==> src/rtl/flash_eng_pkg.sv <==
package flash_eng_pkg;

  localparam int unsigned BUF_BYTES = 64;
  localparam int unsigned BUF_IW    = $clog2(BUF_BYTES);

  typedef enum logic [2:0] {
    S_IDLE, S_WEN, S_GAP, S_OP, S_ADR, S_DMY, S_DAT, S_END
  } seq_state_e;

  localparam logic [3:0] CYC_READ  = 4'd0;
  localparam logic [3:0] CYC_PROG  = 4'd2;
  localparam logic [3:0] CYC_ER4K  = 4'd3;
  localparam logic [3:0] CYC_ER64K = 4'd4;
  localparam logic [3:0] CYC_SFDP  = 4'd5;
  localparam logic [3:0] CYC_RDID  = 4'd6;
  localparam logic [3:0] CYC_WRSR  = 4'd7;
  localparam logic [3:0] CYC_RDSR  = 4'd8;

  function automatic logic cyc_valid(logic [3:0] c);
    return (c == CYC_READ) || (c >= CYC_PROG && c <= CYC_RDSR);
  endfunction

  function automatic logic cyc_wren(logic [3:0] c);
    return (c == CYC_PROG) || (c == CYC_ER4K) || (c == CYC_ER64K) || (c == CYC_WRSR);
  endfunction

  function automatic logic cyc_addr(logic [3:0] c);
    return (c == CYC_READ) || (c == CYC_SFDP) || (c == CYC_PROG) ||
           (c == CYC_ER4K) || (c == CYC_ER64K);
  endfunction

  function automatic logic cyc_dummy(logic [3:0] c);
    return (c == CYC_READ) || (c == CYC_SFDP);
  endfunction

  function automatic logic cyc_rd(logic [3:0] c);
    return (c == CYC_READ) || (c == CYC_SFDP) || (c == CYC_RDID) || (c == CYC_RDSR);
  endfunction

  function automatic logic cyc_wr(logic [3:0] c);
    return (c == CYC_PROG) || (c == CYC_WRSR);
  endfunction

  function automatic logic [7:0] cyc_opcode(logic [3:0] c);
    case (c)
      CYC_READ:  return 8'h0B;
      CYC_PROG:  return 8'h02;
      CYC_ER4K:  return 8'h20;
      CYC_ER64K: return 8'hD8;
      CYC_SFDP:  return 8'h5A;
      CYC_RDID:  return 8'h9F;
      CYC_WRSR:  return 8'h01;
      CYC_RDSR:  return 8'h05;
      default:   return 8'h00;
    endcase
  endfunction

endpackage

==> src/rtl/spi_byte_shifter.sv <==
module spi_byte_shifter #(
  parameter int unsigned CLK_DIV = 2
) (
  input  logic       clk_i,
  input  logic       rst_ni,
  input  logic       start_i,
  input  logic [7:0] tx_i,
  input  logic       miso_i,
  output logic       busy_o,
  output logic       done_o,
  output logic [7:0] rx_o,
  output logic       sck_o,
  output logic       mosi_o
);
  localparam int unsigned CW = $clog2(CLK_DIV + 1);

  logic          busy_q, sck_q, done_q;
  logic [CW-1:0] div_q;
  logic [2:0]    bit_q;
  logic [7:0]    tx_q, rx_q;

  always_ff @(posedge clk_i or negedge rst_ni) begin
    if (!rst_ni) begin
      busy_q <= 1'b0;
      sck_q  <= 1'b0;
      done_q <= 1'b0;
      div_q  <= '0;
      bit_q  <= '0;
      tx_q   <= '0;
      rx_q   <= '0;
    end else begin
      done_q <= 1'b0;
      if (start_i && !busy_q) begin
        busy_q <= 1'b1;
        tx_q   <= tx_i;
        div_q  <= '0;
        bit_q  <= '0;
        sck_q  <= 1'b0;
      end else if (busy_q) begin
        if (div_q == CW'(CLK_DIV - 1)) begin
          div_q <= '0;
          if (!sck_q) begin
            sck_q <= 1'b1;
            rx_q  <= {rx_q[6:0], miso_i};  // sample on rising edge
          end else begin
            sck_q <= 1'b0;
            if (bit_q == 3'd7) begin
              busy_q <= 1'b0;
              done_q <= 1'b1;
            end else begin
              bit_q <= bit_q + 3'd1;
              tx_q  <= {tx_q[6:0], 1'b0};  // shift on falling edge
            end
          end
        end else begin
          div_q <= div_q + CW'(1);
        end
      end
    end
  end

  assign busy_o = busy_q;
  assign done_o = done_q;
  assign rx_o   = rx_q;
  assign sck_o  = sck_q;
  assign mosi_o = tx_q[7];

  a_r13_sck_idle_low: assert property (@(posedge clk_i) disable iff (!rst_ni)
    !busy_q |-> !sck_q);
  a_r13_no_start_busy: assert property (@(posedge clk_i) disable iff (!rst_ni)
    busy_q |=> busy_q || done_q);

endmodule

==> src/rtl/flash_seq.sv <==
module flash_seq
  import flash_eng_pkg::*;
#(
  parameter int unsigned CLK_DIV = 2
) (
  input  logic              clk_i,
  input  logic              rst_ni,
  input  logic              start_i,
  input  logic [3:0]        cyc_i,
  input  logic [23:0]       addr_i,
  input  logic [5:0]        cnt_i,
  output logic              busy_o,
  output logic              done_o,
  output logic [BUF_IW-1:0] buf_idx_o,
  output logic              buf_we_o,
  output logic [7:0]        buf_wdata_o,
  input  logic [7:0]        buf_rdata_i,
  output logic              sh_start_o,
  output logic [7:0]        sh_tx_o,
  input  logic              sh_done_i,
  input  logic [7:0]        sh_rx_i,
  output logic              csn_o
);
  localparam int unsigned GAP_CYC = 2 * CLK_DIV;
  localparam int unsigned GW      = $clog2(GAP_CYC + 1);

  seq_state_e  state_q;
  logic [5:0]  byte_q;
  logic        inflight_q;
  logic [GW-1:0] gap_q;
  logic        in_frame, has_data;

  assign has_data = cyc_rd(cyc_i) || cyc_wr(cyc_i);
  assign in_frame = (state_q == S_WEN) || (state_q == S_OP) || (state_q == S_ADR) ||
                    (state_q == S_DMY) || (state_q == S_DAT);
  assign sh_start_o = in_frame && !inflight_q;

  always_comb begin
    unique case (state_q)
      S_WEN:   sh_tx_o = 8'h06;
      S_OP:    sh_tx_o = cyc_opcode(cyc_i);
      S_ADR:   sh_tx_o = (byte_q[1:0] == 2'd0) ? addr_i[23:16] :
                         (byte_q[1:0] == 2'd1) ? addr_i[15:8] : addr_i[7:0];
      S_DAT:   sh_tx_o = cyc_wr(cyc_i) ? buf_rdata_i : 8'h00;
      default: sh_tx_o = 8'h00;
    endcase
  end

  always_ff @(posedge clk_i or negedge rst_ni) begin
    if (!rst_ni) begin
      state_q    <= S_IDLE;
      byte_q     <= '0;
      inflight_q <= 1'b0;
      gap_q      <= '0;
    end else begin
      if (sh_start_o) inflight_q <= 1'b1;
      if (sh_done_i)  inflight_q <= 1'b0;
      unique case (state_q)
        S_IDLE: if (start_i) begin
          state_q <= cyc_wren(cyc_i) ? S_WEN : S_OP;
          byte_q  <= '0;
        end
        S_WEN: if (sh_done_i) begin
          state_q <= S_GAP;
          gap_q   <= '0;
        end
        S_GAP: begin
          if (gap_q == GW'(GAP_CYC - 1)) state_q <= S_OP;
          else gap_q <= gap_q + GW'(1);
        end
        S_OP: if (sh_done_i) begin
          byte_q  <= '0;
          state_q <= cyc_addr(cyc_i) ? S_ADR : (has_data ? S_DAT : S_END);
        end
        S_ADR: if (sh_done_i) begin
          if (byte_q == 6'd2) begin
            byte_q  <= '0;
            state_q <= cyc_dummy(cyc_i) ? S_DMY : (has_data ? S_DAT : S_END);
          end else begin
            byte_q <= byte_q + 6'd1;
          end
        end
        S_DMY: if (sh_done_i) begin
          byte_q  <= '0;
          state_q <= S_DAT;
        end
        S_DAT: if (sh_done_i) begin
          if (byte_q == cnt_i) state_q <= S_END;
          else byte_q <= byte_q + 6'd1;
        end
        default: state_q <= S_IDLE;
      endcase
    end
  end

  assign busy_o      = state_q != S_IDLE;
  assign done_o      = state_q == S_END;
  assign csn_o       = !in_frame;
  assign buf_idx_o   = BUF_IW'(byte_q);
  assign buf_we_o    = (state_q == S_DAT) && sh_done_i && cyc_rd(cyc_i);
  assign buf_wdata_o = sh_rx_i;

  a_r6_buf_wr_in_frame: assert property (@(posedge clk_i) disable iff (!rst_ni)
    buf_we_o |-> !csn_o);
  a_r12_start_when_idle: assert property (@(posedge clk_i) disable iff (!rst_ni)
    start_i |-> state_q == S_IDLE);
  a_r4_gap_cs_high: assert property (@(posedge clk_i) disable iff (!rst_ni)
    (state_q == S_WEN && sh_done_i) |=> csn_o);

endmodule

==> src/rtl/flash_cycle_engine.sv <==
module flash_cycle_engine
  import flash_eng_pkg::*;
#(
  parameter int unsigned CLK_DIV  = 2,
  parameter logic [23:0] ADDR_MAX = 24'h3F_FFFF
) (
  input  logic        clk_i,
  input  logic        rst_ni,
  input  logic        reg_we_i,
  input  logic [4:0]  reg_addr_i,
  input  logic [31:0] reg_wdata_i,
  output logic [31:0] reg_rdata_o,
  output logic        sck_o,
  output logic        csn_o,
  output logic        mosi_o,
  input  logic        miso_i
);
  logic [23:0] addr_q;
  logic [3:0]  cyc_q;
  logic [5:0]  cnt_q;
  logic [2:0]  flags_q, flags_d;
  logic        start_q;
  logic [7:0]  buf_q [BUF_BYTES];

  logic seq_busy, seq_done, busy;
  logic [BUF_IW-1:0] seq_idx;
  logic seq_we;
  logic [7:0] seq_wdata;
  logic sh_start, sh_done, sh_busy;
  logic [7:0] sh_tx, sh_rx;

  logic wr_ctrl, wr_addr, wr_buf, go_req, bad_acc, page_x;
  logic [3:0] new_cyc;
  logic [5:0] new_cnt;

  assign busy    = seq_busy || start_q;
  assign wr_ctrl = reg_we_i && reg_addr_i == 5'd1;
  assign wr_addr = reg_we_i && reg_addr_i == 5'd0 && !busy;
  assign wr_buf  = reg_we_i && reg_addr_i[4] && !busy;
  assign new_cyc = reg_wdata_i[20:17];
  assign new_cnt = reg_wdata_i[29:24];
  assign go_req  = wr_ctrl && reg_wdata_i[16] && !busy;
  assign bad_acc = !cyc_valid(new_cyc) || (addr_q > ADDR_MAX);
  assign page_x  = (new_cyc == CYC_PROG) &&
                   (({1'b0, addr_q[7:0]} + {3'b000, new_cnt}) > 9'd255);

  always_comb begin
    flags_d = flags_q & ~(wr_ctrl ? reg_wdata_i[2:0] : 3'b000);
    if (seq_done) flags_d[0] = 1'b1;
    if (go_req && bad_acc)      flags_d[2] = 1'b1;
    else if (go_req && page_x)  flags_d[1] = 1'b1;
  end

  always_ff @(posedge clk_i or negedge rst_ni) begin
    if (!rst_ni) begin
      addr_q  <= '0;
      cyc_q   <= '0;
      cnt_q   <= '0;
      flags_q <= '0;
      start_q <= 1'b0;
    end else begin
      flags_q <= flags_d;
      start_q <= go_req && !bad_acc && !page_x;
      if (wr_addr) addr_q <= reg_wdata_i[23:0];
      if (wr_ctrl && !busy) begin
        cyc_q <= new_cyc;
        cnt_q <= new_cnt;
      end
    end
  end

  always_ff @(posedge clk_i or negedge rst_ni) begin
    if (!rst_ni) begin
      for (int i = 0; i < BUF_BYTES; i++) buf_q[i] <= '0;
    end else if (seq_we) begin
      buf_q[seq_idx] <= seq_wdata;
    end else if (wr_buf) begin
      for (int j = 0; j < 4; j++)
        buf_q[{reg_addr_i[3:0], 2'(j)}] <= reg_wdata_i[8*j +: 8];
    end
  end

  always_comb begin
    reg_rdata_o = '0;
    if (reg_addr_i[4]) begin
      for (int j = 0; j < 4; j++)
        reg_rdata_o[8*j +: 8] = buf_q[{reg_addr_i[3:0], 2'(j)}];
    end else if (reg_addr_i == 5'd0) begin
      reg_rdata_o = {8'h00, addr_q};
    end else if (reg_addr_i == 5'd1) begin
      reg_rdata_o = {2'b00, cnt_q, 3'b000, cyc_q, 1'b0, 10'd0, busy, 2'b00, flags_q};
    end
  end

  flash_seq #(.CLK_DIV(CLK_DIV)) i_seq (
    .clk_i       (clk_i),
    .rst_ni      (rst_ni),
    .start_i     (start_q),
    .cyc_i       (cyc_q),
    .addr_i      (addr_q),
    .cnt_i       (cnt_q),
    .busy_o      (seq_busy),
    .done_o      (seq_done),
    .buf_idx_o   (seq_idx),
    .buf_we_o    (seq_we),
    .buf_wdata_o (seq_wdata),
    .buf_rdata_i (buf_q[seq_idx]),
    .sh_start_o  (sh_start),
    .sh_tx_o     (sh_tx),
    .sh_done_i   (sh_done),
    .sh_rx_i     (sh_rx),
    .csn_o       (csn_o)
  );

  spi_byte_shifter #(.CLK_DIV(CLK_DIV)) i_shift (
    .clk_i   (clk_i),
    .rst_ni  (rst_ni),
    .start_i (sh_start),
    .tx_i    (sh_tx),
    .miso_i  (miso_i),
    .busy_o  (sh_busy),
    .done_o  (sh_done),
    .rx_o    (sh_rx),
    .sck_o   (sck_o),
    .mosi_o  (mosi_o)
  );

  a_r9_start_legal: assert property (@(posedge clk_i) disable iff (!rst_ni)
    start_q |-> cyc_valid(cyc_q) && addr_q <= ADDR_MAX);
  a_r8_done_sets_flag: assert property (@(posedge clk_i) disable iff (!rst_ni)
    seq_done |=> flags_q[0]);
  a_r12_fields_held: assert property (@(posedge clk_i) disable iff (!rst_ni)
    seq_busy |=> $stable(addr_q) && $stable(cyc_q) && $stable(cnt_q));
  a_r13_shift_in_frame: assert property (@(posedge clk_i) disable iff (!rst_ni)
    sh_busy |-> !csn_o);

endmodule

==> config.mk <==
export PLATFORM = sky130hd
export DESIGN_NAME = flash_cycle_engine
export DESIGN_NICKNAME = d
export VERILOG_FILES = /design/src/rtl/flash_eng_pkg.sv /design/src/rtl/spi_byte_shifter.sv /design/src/rtl/flash_seq.sv /design/src/rtl/flash_cycle_engine.sv
export SDC_FILE = /design/constraint.sdc
export NUM_CORES = 2
export LEC_CHECK = 0
export ABC_AREA = 1
export BUFFER_PORTS_ARGS = -buffer_cell sky130_fd_sc_hd__buf_2
export CAP_MARGIN = 20
export CORE_ASPECT_RATIO = 2
export CORE_MARGIN = 3
export CORE_UTILIZATION = 59
export CTS_BUF_LIST = sky130_fd_sc_hd__clkbuf_4
export CTS_CLUSTER_SIZE = 8
export DETAILED_ROUTE_END_ITERATION = 6
export HOLD_SLACK_MARGIN = 0.15
export PLACE_DENSITY = 0.79
export SYNTH_ARGS = -nofsm -noshare
export SYNTH_HDL_FRONTEND = slang
export SYNTH_SLANG_ARGS = --single-unit
==> constraint.sdc <==
create_clock -name clk_i -period 2.5 [get_ports clk_i]
set_input_delay 0.25 -clock clk_i [delete_from_list [all_inputs] [get_ports clk_i]]
set_output_delay 0.25 -clock clk_i [all_outputs]
set_load 0.03 [all_outputs]
==> results of run 1 <==
metrics by stage:
step / util (%) / setup TNS, ps / hold WS (ps) / instances
2_1_floorplan: - / 0 / -45.6 / 5147
3_3_place_gp: 68.0 / -986 / 236 / 6157
3_5_place_dp: 68.0 / -2110 / 237 / 6157
4_1_cts: 74.8 / -6600 / 153 / 6582
cells by family after synthesis:
kind of cell	after synthesis	synth area share, %
AND/OR/NAND/NOR	1995	23.2
XOR/XNOR	1	0.0236
flip-flops	587	39.6
AO/OA/AOI/OAI	1550	25.7
buffers and inverters	995	10.8
adder cells (fa/ha/maj)	19	0.661
repair_timing:
item,CTS
gates resized for setup,348
endpoints found under the hold margin,1133
pin swaps,129
buffers inserted,110
endpoints found under the setup margin,100
hold buffers,84
gates cloned,2
routing by layer:
layer,overflow,track usage [%]
met1,0,73.6
met2,52,89.8
met3,0,50.8
met4,56,73.4
met5,0,7.70
==> metrics.txt, run 1 <==
input/output buffers=75; die height=361 um; Post-Syn Instances=5147; Net Count, Synth=5207; CTS Sinks=587; global-route usage over all layers=71.5%; worst endpoint type=output port; routability cong.=1.10; chip width=183 um; largest net degree at the start of global routing=81; Placement Cell Area=42200 sq um; Post-synth top cells=nand2_1 (1177), dfrtp_1 (587), inv_1 (576); Halt Stage=global routing (5_1_grt); CTS buffer count=141; top-area cell type share of the netlist area=39.6%; pre-CTS setup slack=-189 ps; count leader, synth=nand2_1; GR repair worst EP=reg_rdata_o[17]; EDFF count, synth=0; sequential fraction of the synthesis area=39.6%; Clock Root Buffer=clkbuf_4; Main synth FF type=dfrtp_1; Mean Syn Cell Area=7.21 sq um; total I/O pin count=76; leading area contributor after synthesis=dfrtp_1; top post-synthesis cells by area=dfrtp_1 (40%), nand2_1 (12%), o22ai_1 (7.8%); # rows=129; Detail Placement HPWL=137 mm; Ys Warns=0; Post-synth ARST share=100%; register bit total from synthesis=587; starting density of the core=59.8%; status=did not finish; error message=[ERROR GRT-0232] Routing congestion too high. Check the congestion heatmap in the GUI.; Mapped Area=37100 sq um; CTS Buffer Depth=3; grt total ovfl=108; CTS HTree Levels=4; Distinct cells, synth=48
==> run 2: changes to the inputs <==
- CORE_ASPECT_RATIO: 2 -> not set
- CORE_UTILIZATION: 59 -> 40
- CTS_BUF_LIST: sky130_fd_sc_hd__clkbuf_4 -> not set
- CTS_CLUSTER_SIZE: 8 -> not set
- HOLD_SLACK_MARGIN: 0.15 -> not set
- PLACE_DENSITY: 0.79 -> not set
- PLACE_DENSITY_LB_ADDON: not set -> 0.15
==> metrics.txt, run 2 <==
pre-CTS setup slack=-868 ps (-679 ps); Post-synth top cells=nand2_1 (1177), dfrtp_1 (587), inv_1 (576); die height=310 um (-14%); Final Cycle Share=104%; CTS buffer count=75 (-47%); post-route ant nets=0; vias=46.1k; Static Leak=24.1 nW; Core ar.=91800 sq um; commonest non-fill, non-tap cells in the layout=nand2_1 (1085), buf_4 (608), dfrtp_1 (575); Net Count, Synth=5207 (unchanged); crit-path cells=buf_4, nand3_1, nor2_4, nand2_8, buf_16, buf_8, nor2_8, buf_12, nand2_4, nand2_4, clkbuf_16, nand3_2, o211ai_1; fillers=8426; input/output buffers=75 (unchanged); Mapped Area=37100 sq um (unchanged); DRC viols=0; # rows=111 (-14%); Distinct cells, synth=48 (unchanged); post-synthesis mux area share=0% (unchanged); grt total ovfl=0; count leader, synth=nand2_1; unrepaired setup endpoints after global routing=true; Starting DRT DRC Count=6564; Clock Root Buffer=clkbuf_16; routability cong.=1.04 (-5.6%); MaxCap Viol Count=0; Ys Warns=0 (unchanged); fmax=0.384 GHz; area delta synth->final=46.2%; crit path from=i_seq.state_q[2]$_DFFE_PN0P_; Pwr Total=51.5 mW; top post-synthesis cells by area=dfrtp_1 (40%), nand2_1 (12%), o22ai_1 (7.8%); leading area contributor after synthesis=dfrtp_1; R2R Setup Slk=-110 ps; vias per inst=6.44; initial antenna violation count=13; CP delay by family, top=simple AND/OR/NAND/NOR gates; Pwr Density=950 nW/um^2; Critical Path AT=3180 ps; WHS=106 ps; Util after Layout=59.1%; simple-gate share of the synthesized area=23.2% (unchanged); DR WL/cell=33.7 um; critical-path maximum fanout=6; post-route cell area=54200 sq um; Crit. End Element=flop; register bit total from synthesis=587 (unchanged); Synth Area in XOR/XNOR=0.0236% (unchanged); RR Startpoint=i_seq.state_q[2]$_DFFE_PN0P_; main combinational cell family by area after synthesis=compound AO/OA/AOI/OAI gates; TNS Setup=-2930 ps; status=finished with violations; Mean Syn Cell Area=7.21 sq um (unchanged); Clock Skews=25.1 ps; relative slew slack=44.2%; failing checks=setup timing; Placement Cell Area=44900 sq um (+6.4%); Cell Count, Final, Fillers Out=7162; Synth Area in Compound Gates=25.7% (unchanged); CTS tree=built; Post-Syn Instances=5147 (unchanged); top-area cell type share of the netlist area=39.6% (unchanged); largest net degree at the start of global routing=91; Reg2Reg Depth=13; via count of the first global-routing pass=41.7k; die area=96400 sq um; Critical Path Most Common Cell=nand2_4; total I/O pin count=76 (unchanged); dpl cells=6795 (+10%); max-slew violations=0; Required @ worst endpoint=3070 ps; clk_lat worst skew=670 ps; Detail Placement HPWL=174 mm (+26%); Main synth FF type=dfrtp_1; CTS Sinks=587 (unchanged); post-synthesis adder-cell area fraction=0.661% (unchanged); worst vdd ir=920 uV; CP max-delay cell=nor2_4; final hold vios=0; worst min path class=in -> async; most common cell after layout, fill and taps aside=nand2_1; global-route usage over all layers=48.1%; Biggest register=buf_q; drt total wl=241 mm; share of layout cells above drive strength 1=32.9%; Net count, final=5919; clock slew at reported path FFs=60 ps; fin crit period=2610 ps; critical path class=reg -> reg; chip width=310 um (+69%); WP buf/inv=5; critical path startpoint category=flop; CTS Buffer Depth=3 (unchanged); Worst Tran Pin Value=837 ps; TritonRoute pass-1 iters=6; Post-synth ARST share=100% (unchanged); first-pass GRT wire length=326 mm; CTS HTree Levels=3 (-1); largest registers=buf_q x512, addr_q x24; Worst path max stage delay=460 ps; sequential fraction of the synthesis area=39.6% (unchanged); starting density of the core=40.4% (-19 points); max FFs per register=512; setup ws final=-107 ps; setup violators final=79; EDFF count, synth=0 (unchanged); FF-to-FF End=buf_q[221]$_DFFE_PN0P_
## run 2: power breakdown
| group | total (mW) | switching (mW) | internal (mW) |
|---|---|---|---|
| sequential | 14.9 | 1.96 | 12.9 |
| combinational | 24.9 | 16.1 | 8.81 |
| clock | 11.7 | 4.73 | 6.98 |
| total | 51.5 | 22.8 | 28.7 |
## run 2: repair_timing
action,4_1_cts,5_1_grt
hold endpoints to repair,263,0
pin swaps,78,165
gates cloned,14,23
resized for setup,432,779
buffers inserted,98,86
endpoints found under the setup margin,301,504
hold buffers,30,0
## run 2: cell families (layout without fill, tap and decap cells)
logic type | after synthesis | count (layout)
compound gates | 1550 | 1550
xor+xnor | 1 | 1
fa+ha+maj | 19 | 19
buf+inv | 995 | 1759
flops | 587 | 587
other cells | 0 | 5
simple gates | 1995 | 1998
## run 2: area by class of cell
cell class,count,area (sq um),area share [%]
Timing Repair inverter,1,7.51,0.0138
Antenna cell,5,12.5,0.0231
Multi-Input combinational cell,3568,22000,40.5
Timing Repair Buffer,1008,11000,20.3
Sequential cell,587,14700,27.1
Clock buffer,112,2310,4.26
Clock inverter,20,260,0.480
Tap cell,1243,1560,2.87
Inverter,618,2410,4.45
## run 2: worst max path at each step
stage	endpoint	slack [ps]	cells past startpoint
floorplan	buf_q[303]$_DFFE_PN0P_	210	15
global placement	reg_rdata_o[15]	-840	11
detailed placement	reg_rdata_o[15]	-870	11
CTS	reg_rdata_o[21]	-100	8
global route	buf_q[221]$_DFFE_PN0P_	-170	16
finish	buf_q[221]$_DFFE_PN0P_	-110	13
## run 2: worst reg2reg max path, delay by kind of cell (launching register included)
kind | cells | cell delay (ps)
flip-flops | 1 | 350
AO/OA/AOI/OAI | 1 | 110
buffers and inverters | 5 | 830
AND/OR/NAND/NOR | 7 | 1250
## run 2: metal layers
metal / share of wire [%] / track usage (%) / wire (um)
met5: 0.057 / 0.792 / 137
met4: 9.2 / 34.0 / 22300
met3: 13 / 15.8 / 31200
met2: 41 / 68.9 / 98400
met1: 37 / 60.8 / 89300
No activity file was read; power rests on OpenSTA's default activity.
